$ cat config.mk
export PLATFORM = sky130hd
export DESIGN_NAME = lasub_addsub
export DESIGN_NICKNAME = d
export VERILOG_FILES = /design/src/rtl/lasub_pkg.sv /design/src/rtl/lasub_operand.sv /design/src/rtl/lasub_carry_gen.sv /design/src/rtl/lasub_addsub.sv
export SDC_FILE = /design/constraint.sdc
export NUM_CORES = 1
export LEC_CHECK = 0
export BUFFER_PORTS_ARGS = -buffer_cell sky130_fd_sc_hd__buf_4
export CORE_AREA = 2 2 39 41
export CTS_BUF_LIST = sky130_fd_sc_hd__clkbuf_8
export CTS_CLUSTER_DIAMETER = 100
export DETAILED_ROUTE_END_ITERATION = 8
export DIE_AREA = 0 0 41 43
export GPL_ROUTABILITY_DRIVEN = 0
export PLACE_DENSITY_LB_ADDON = 0.08
export SLEW_MARGIN = 25
export SYNTH_ARGS = -nofsm -noshare
export SYNTH_HDL_FRONTEND = slang
export SYNTH_HIERARCHICAL = 1
export SYNTH_SLANG_ARGS = --single-unit
$ cat constraint.sdc
create_clock -name clk -period 0.8 [get_ports clk]
set_input_delay 0.04 -clock clk [delete_from_list [all_inputs] [get_ports clk]]
set_output_delay 0.04 -clock clk [all_outputs]
set_load 0.01 [all_outputs]
$ cat src/rtl/lasub_pkg.sv
package lasub_pkg;

    // Default operand width of one lookahead group.
    parameter int unsigned LASUB_WIDTH = 4;

    // Operation select carried on the mode input.
    typedef enum logic {
        MODE_ADD = 1'b0,
        MODE_SUB = 1'b1
    } lasub_mode_e;

endpackage

$ cat src/rtl/lasub_operand.sv
// Per-bit operand conditioning: conditional inversion of the second
// operand, then generate and propagate terms.
module lasub_operand #(
    parameter int unsigned WIDTH = lasub_pkg::LASUB_WIDTH
) (
    input  logic [WIDTH-1:0] a_i,
    input  logic [WIDTH-1:0] b_i,
    input  logic             sub_i,
    output logic [WIDTH-1:0] gen_o,
    output logic [WIDTH-1:0] prop_o,
    output logic             cin_o
);
    import lasub_pkg::*;

    logic [WIDTH-1:0] b_eff;

    for (genvar i = 0; i < WIDTH; i++) begin : g_bit
        assign b_eff[i]  = b_i[i] ^ sub_i;
        assign gen_o[i]  = a_i[i] & b_eff[i];
        assign prop_o[i] = a_i[i] ^ b_eff[i];
    end

    assign cin_o = (lasub_mode_e'(sub_i) == MODE_SUB);

endmodule

$ cat src/rtl/lasub_carry_gen.sv
// Flattened lookahead: each carry is a two-level OR of AND terms over
// generate, propagate and carry-in, with no dependence on lower carries.
module lasub_carry_gen #(
    parameter int unsigned WIDTH = lasub_pkg::LASUB_WIDTH
) (
    input  logic [WIDTH-1:0] gen_i,
    input  logic [WIDTH-1:0] prop_i,
    input  logic             cin_i,
    output logic [WIDTH:0]   carry_o
);
    assign carry_o[0] = cin_i;

    for (genvar i = 0; i < WIDTH; i++) begin : g_carry
        logic sop;
        logic term;
        always_comb begin
            // Carry-in term: cin AND every propagate from bit 0 to bit i.
            term = cin_i;
            for (int k = 0; k <= i; k++) begin
                term = term & prop_i[k];
            end
            sop = term;
            // One product per generating position j at or below i.
            for (int j = 0; j <= i; j++) begin
                term = gen_i[j];
                for (int k = j + 1; k <= i; k++) begin
                    term = term & prop_i[k];
                end
                sop = sop | term;
            end
        end
        assign carry_o[i+1] = sop;
    end

endmodule

$ cat src/rtl/lasub_addsub.sv
// Lookahead adder-subtractor with end-carry and signed-overflow flags,
// result captured in one output register.
module lasub_addsub #(
    parameter int unsigned WIDTH = lasub_pkg::LASUB_WIDTH
) (
    input  logic             clk,
    input  logic             rst_n,
    input  logic [WIDTH-1:0] a_i,
    input  logic [WIDTH-1:0] b_i,
    input  logic             sub_i,
    output logic [WIDTH-1:0] sum_o,
    output logic             carry_o,
    output logic             ovf_o
);
    localparam int unsigned MSB = WIDTH - 1;

    typedef struct packed {
        logic [WIDTH-1:0] sum;
        logic             carry;
        logic             ovf;
    } result_t;

    logic [WIDTH-1:0] gen;
    logic [WIDTH-1:0] prop;
    logic             cin;
    logic [WIDTH:0]   carry;

    result_t res_d;
    result_t res_q;

    lasub_operand #(.WIDTH(WIDTH)) u_operand (
        .a_i    (a_i),
        .b_i    (b_i),
        .sub_i  (sub_i),
        .gen_o  (gen),
        .prop_o (prop),
        .cin_o  (cin)
    );

    lasub_carry_gen #(.WIDTH(WIDTH)) u_carry_gen (
        .gen_i   (gen),
        .prop_i  (prop),
        .cin_i   (cin),
        .carry_o (carry)
    );

    always_comb begin
        res_d       = '0;
        res_d.sum   = prop ^ carry[WIDTH-1:0];
        res_d.carry = carry[WIDTH];
        res_d.ovf   = carry[WIDTH] ^ carry[MSB];
    end

    always_ff @(posedge clk or negedge rst_n) begin
        if (!rst_n) begin
            res_q <= '0;
        end else begin
            res_q <= res_d;
        end
    end

    assign sum_o   = res_q.sum;
    assign carry_o = res_q.carry;
    assign ovf_o   = res_q.ovf;

endmodule

After elaboration in Yosys (flattened, before gate mapping)
Cells that the tools add are included.
- bitwise operators: 34
- operators with widths (operator ; number):
    AND 1 bit ; 14
    bitwise OR 1 bit ; 10
    XOR 1 bit ; 9
    XOR 4 bit ; 1
- output and inout bits: 6
- register bits after elaboration: 6
- logic and storage cells: 37

Depth between registers and ports, before layout
Gate-level depths: netlist of the first run.
- depth in word-level cells: 11
- mapped depth: 7

Cells and area by module
The synthesis of the first run kept the hierarchy.
- by module, submodules not included (module ; seq. area each (µm²) ; times used ; cells each ; area an instance (µm²)):
    lasub_addsub ; 150.1 ; 1 ; 11 ; 193.9
    lasub_operand ; 0.0 ; 1 ; 9 ; 92.6
    lasub_carry_gen ; 0.0 ; 1 ; 10 ; 76.3

Least setup slack after synthesis of the first run
OpenSTA, ideal clock, no wires.
- path type: input to register
- from: input sub_i
- to: register res_q, in the netlist ovf_o
- cell stages on the path: 7
- data required time: 679 ps
- setup time: 121 ps
- path buffers: 1
- setup slack: -605 ps
- arrival: 1284 ps
- cell sequence: xor2_1 > ha_1 > a21o_1 > a21o_1 > a31o_1 > buf_4 > xor2_1
- RTL lines (what ; line ; RTL):
    start: declaration ; lasub_addsub.sv:10 ; input logic sub_i,
    end signal: assignment ; lasub_addsub.sv:58 ; res_q <= res_d;
    end: declaration ; lasub_addsub.sv:29 ; result_t res_q;

==> flow_summary.ini, run 1 <==
[sta]
max_freq_mhz = 845
final-hold-violation-count = 0
rsz0062_at_grt = yes
slew_violations = 0
worst_pin_slew_ns = 0.143
fin_crit_sh = 1.48
layout_min_cycle_time_ns = 1.18
fin_ws_ns = -0.383
relSlewSlack = 0.904
setup_viol = 5
fin_hold_ws_ns = 0.166

[yosys]
syn-cell-area_sq_um = 363
syn_nets = 45
yosysMostFrequentCell = xor2_1
synth-main-ff-cell = dfrtp_1
synth_top_area_cell = dfrtp_1
yosysTopAreaCellShare = 0.414
postSynth.asyncResetShare = 1.00
synth_seq_area_share = 0.414
syn-mean-instance-area_sq_um = 12.1
synth_edf_count = 0
syn-instance-count = 30
yosys_warnings = 6
synth.distinct_cells = 6
synth_common_cells = xor2_1, buf_4, dfrtp_1
synth_seq_cells = 6
synthTopCellsByArea = dfrtp_1, xor2_1, ha_1, buf_4, a21o_1

[global_routing]
track_usage = 0.0874
grt-ovfl-total = 0
grt_max_degree = 7
antenna_found_initial = 0
grt_pass1_wl_um = 993
grt_pass1_vias = 263

[critical_path]
critPathLaunch = sub_i
crit_chain = buf_6 -> buf_6 -> xor2_1 -> ha_1 -> a21o_1 -> a31o_1 -> xor2_1
required_ns = 0.90
crit_family = compound AO/OA/AOI/OAI gates
worst-path-buf-inv = 2
cpPeakStageDelay_ns = 0.31
critPathSlowestCell = ha_1
worst_setup_path_end_kind = flop
setup.worst_path.start_class = input port
worst-setup-path-type = in -> reg
cp_max_fo = 4
arrival_ns = 1.28

[power]
p_per_area_nw_per_um2 = 2210
vdd_drop_max_mv = 0.628
power_leakage_nw = 0.336

[floorplan]
die_y_um = 43
die_area_sq_um = 1760
pin_count = 17
die_w_um = 41
coreArea_sq_um = 1380
initial_core_util = 0.262
rows = 14

[layout]
area_growth_pct = 67.2
antenna_cells = 0
utilization = 0.439
multi_input_area_sq_um = 168
drive_gt1_frac = 0.545
fin_nets = 72
nFillCells = 145
seqCellArea_sq_um = 150

[routing]
first_pass_iters = 1
ant_nets = 0
wl_per_cell_um = 8.04
vias = 273
drtIter0Drc = 0
drc = 0
vias_per_cell = 3.85
wirelength_um = 571

[clocking]
cts.htree.levels = 1
numCtsBuffers = 3
clockRootBuffer = clkbuf_8
cts.sinks = 6
cts_tree = done
clk_pin_slew_ns = 0.03
ctsLongestPathBuffers = 2

[placement]
io_buffers = 16
dp_hpwl_um = 499
post-place-ws_ns = -0.671

[outcome]
status = finished with violations
violations = setup timing

[job]
cap_violations = 0

[min_path]
hp-class = in -> async
[logic make-up (layout without fill, tap and decap cells)]
logic type / count (synthesis) / after routing / synth area share
XOR/XNOR: 9 / 9 / 0.217
flip-flops: 6 / 6 / 0.414
buffers and inverters: 6 / 31 / 0.124
AO/OA/AOI/OAI: 5 / 5 / 0.107
adder cells (fa/ha/maj): 4 / 4 / 0.138
[cell usage in the layout, fill, tap and decap left out]
cell type      synthesis  final
clkbuf_8               0      3
xor2_1                 9      9
buf_6                  0      4
buf_4                  6     23
dlygate4sd3_1          0      1
a31o_1                 1      1
dfrtp_1                6      6
ha_1                   4      4
a21o_1                 4      4
[state kept, by name, summed over array words and instances (netlist names)]
name / flops
sum_o: 4
carry_o: 1
ovf_o: 1
[timing repair]
item	in CTS	in global routing
setup buffers	4	0
endpoints found under the hold margin	6	0
endpoints found under the setup margin	5	5
resized for setup	4	0
pin swaps	9	3
hold buffers	1	0
[power breakdown]
group          internal, mW  switching (mW)
clock                 0.322           0.112
combinational         0.311           0.189
sequential            0.388          0.0197
[worst max-delay path by stage]
stage / slack, ns / end / cells after the start
final: -0.38 / ovf_o$_DFF_PN0_ / 7
after detailed placement: -0.67 / ovf_o$_DFF_PN0_ / 7
after global routing: -0.44 / ovf_o$_DFF_PN0_ / 7
after global placement: -0.65 / ovf_o$_DFF_PN0_ / 7
after CTS: -0.43 / ovf_o$_DFF_PN0_ / 7
after floorplan: -0.58 / ovf_o$_DFF_PN0_ / 7
[stage by stage]
step                area [sq um]  TNS [ns]  instances  power, mW
detailed placement           518     -3.03         64      0.870
global route                 607     -1.85         71       1.44
finish                       607     -1.55         71       1.34
global placement             518     -2.93         64      0.863
floorplan                    367     -2.27         30      0.660
CTS                          607     -1.70         71       1.37
[routing by layer]
layer / wire length [um] / GRT usage
met4: 0 / 0.100
met2: 295 / 0.125
met5: 0 / 0
met3: 69 / 0.0157
met1: 206 / 0.0935
[final cells by class]
type	instances	share of cell area
multi-input cells	18	0.276
well taps	16	0.0330
flip-flops and latches	6	0.247
repair buffers	28	0.375
clock buffers	3	0.0680
(Power assumes the default switching activity.)
==> inputs of run 2 (changes only) <==
--- a/config.mk
+++ b/config.mk
@@ -5,7 +5,7 @@
 export SDC_FILE = /design/constraint.sdc
 export NUM_CORES = 1
 export LEC_CHECK = 0
-export BUFFER_PORTS_ARGS = -buffer_cell sky130_fd_sc_hd__buf_4
+export BUFFER_PORTS_ARGS = -buffer_cell sky130_fd_sc_hd__buf_2
 export CORE_AREA = 2 2 39 41
 export CTS_BUF_LIST = sky130_fd_sc_hd__clkbuf_8
 export CTS_CLUSTER_DIAMETER = 100
==> run 2 against run 1 <==
- the run still ends with setup timing left
- sequential share of layout area is 2.3 points higher
- critical path depth is the same
- setup slack got worse by 0.021 ns
- critical path type unchanged
- largest power group is now the clock network
- highest routed layer is now met4
==> flow_summary.ini, run 2 (synthesized netlist as in run 1, its figures left out) <==
[power]
pwr-share-seq = 0.320
p_sw_frac = 0.250
p_per_area_nw_per_um2 = 2270
vdd_drop_max_mv = 0.789
clock_power_share = 0.342
power_leakage_nw = 0.317
intPower_uw = 945
total_power_mw = 1.26
pwr-share-comb = 0.338
p_sw_uw = 315

[floorplan]
die_area_sq_um = 1760
initial_core_util = 0.262
rows = 14
die_w_um = 41
pin_count = 17
die_y_um = 43
coreArea_sq_um = 1380

[critical_path]
cp_max_fo = 3
setup.worst_path.start_class = input port
worst-setup-path-type = in -> reg
required_ns = 0.90
worst_setup_path_end_kind = flop
arrival_ns = 1.30

[sta]
relSlewSlack = 0.915
layout_min_cycle_time_ns = 1.20
final-hold-violation-count = 0
fin_ws_ns = -0.404
rsz0062_at_grt = yes
fin_crit_sh = 1.51
slew_violations = 0
finalSetupTns_ns = -1.56
fin_hold_ws_ns = 0.172
worst_pin_slew_ns = 0.128
setup_viol = 5
max_freq_mhz = 831

[clocking]
clk_pin_slew_ns = 0.03
numCtsBuffers = 3
cts_tree = done
cts.htree.levels = 1
clockRootBuffer = clkbuf_8
cts.sinks = 6
ctsLongestPathBuffers = 2

[global_routing]
antenna_found_initial = 0
grt-ovfl-total = 0
grt_pass1_vias = 262
grt_pass1_wl_um = 1010
grt_max_degree = 7
track_usage = 0.0905

[layout]
antenna_cells = 0
drive_gt1_frac = 0.537
area_growth_pct = 52.8
final_cell_mix = buf_2, xor2_1, buf_4
largest_register_ffs = 4
utilization = 0.401
final_common_cell = buf_2
fin_nets = 71

[routing]
drc = 0
first_pass_iters = 1
vias_per_cell = 3.96
wl_per_cell_um = 8.60
vias = 277
drtIter0Drc = 0
wirelength_um = 602
ant_nets = 0

[min_path]
hp-class = in -> async

[job]
cap_violations = 0

[outcome]
status = finished with violations
violations = setup timing

[placement]
dp_hpwl_um = 537
io_buffers = 16
post-place-ws_ns = -0.677
-- run 2: repair_timing --
item | in CTS | in global routing
resized for setup | 1 | 1
endpoints found under the setup margin | 5 | 5
setup buffers | 0 | 1
hold buffers | 1 | 0
pin swaps | 6 | 2
endpoints found under the hold margin | 6 | 0
-- run 2: through the flow --
stage	area (sq um)	instances
final	554	70
after global routing	554	70
after CTS	543	69
after detailed placement	485	65
after global placement	485	65
after floorplan	367	30
-- run 2: layout make-up --
class | count | area [sq um]
clock buffers | 3 | 41.3
fillers | 144 | 830
multi-input cells | 18 | 168
flip-flops and latches | 6 | 150
well taps | 16 | 20.0
repair buffers | 27 | 175
-- run 2: worst paths after layout --
| kind | startpoint | end | slack, ns | depth (start not counted) |
|---|---|---|---|---|
| max | sub_i | ovf_o$_DFF_PN0_ | -0.40 | 7 |
| min | rst_n | sum_o[2]$_DFF_PN0_ | 0.17 | 2 |
| min in group clk | sub_i | sum_o[0]$_DFF_PN0_ | 0.21 | 4 |
| max in group asynchronous | rst_n | sum_o[3]$_DFF_PN0_ | 0.49 | 2 |
-- run 2: critical path, cell delays in order --
cell	delay [ns]
buf_6	0.10
xor2_1	0.15
ha_1	0.29
a21o_1	0.17
a21o_1	0.19
a31o_1	0.21
xor2_1	0.16
-- run 2: power groups by stage --
stage	combinational, mW	sequential, mW	clock [mW]
floorplan	0.201	0.460	0
global placement	0.400	0.405	0
detailed placement	0.412	0.408	0
CTS	0.420	0.405	0.443
global route	0.475	0.411	0.476
finish	0.425	0.404	0.431
-- run 2: metal layers --
metal | wire, um | share of wire | GRT usage | vias up
met2 | 290 | 0.48 | 0.128 | 14
li1 | - | - | - | 142
met3 | 66 | 0.11 | 0.0471 | 2
met4 | 10 | 0.017 | 0.0800 | 0
met5 | 0 | 0 | 0 | -
met1 | 234 | 0.39 | 0.0906 | 119
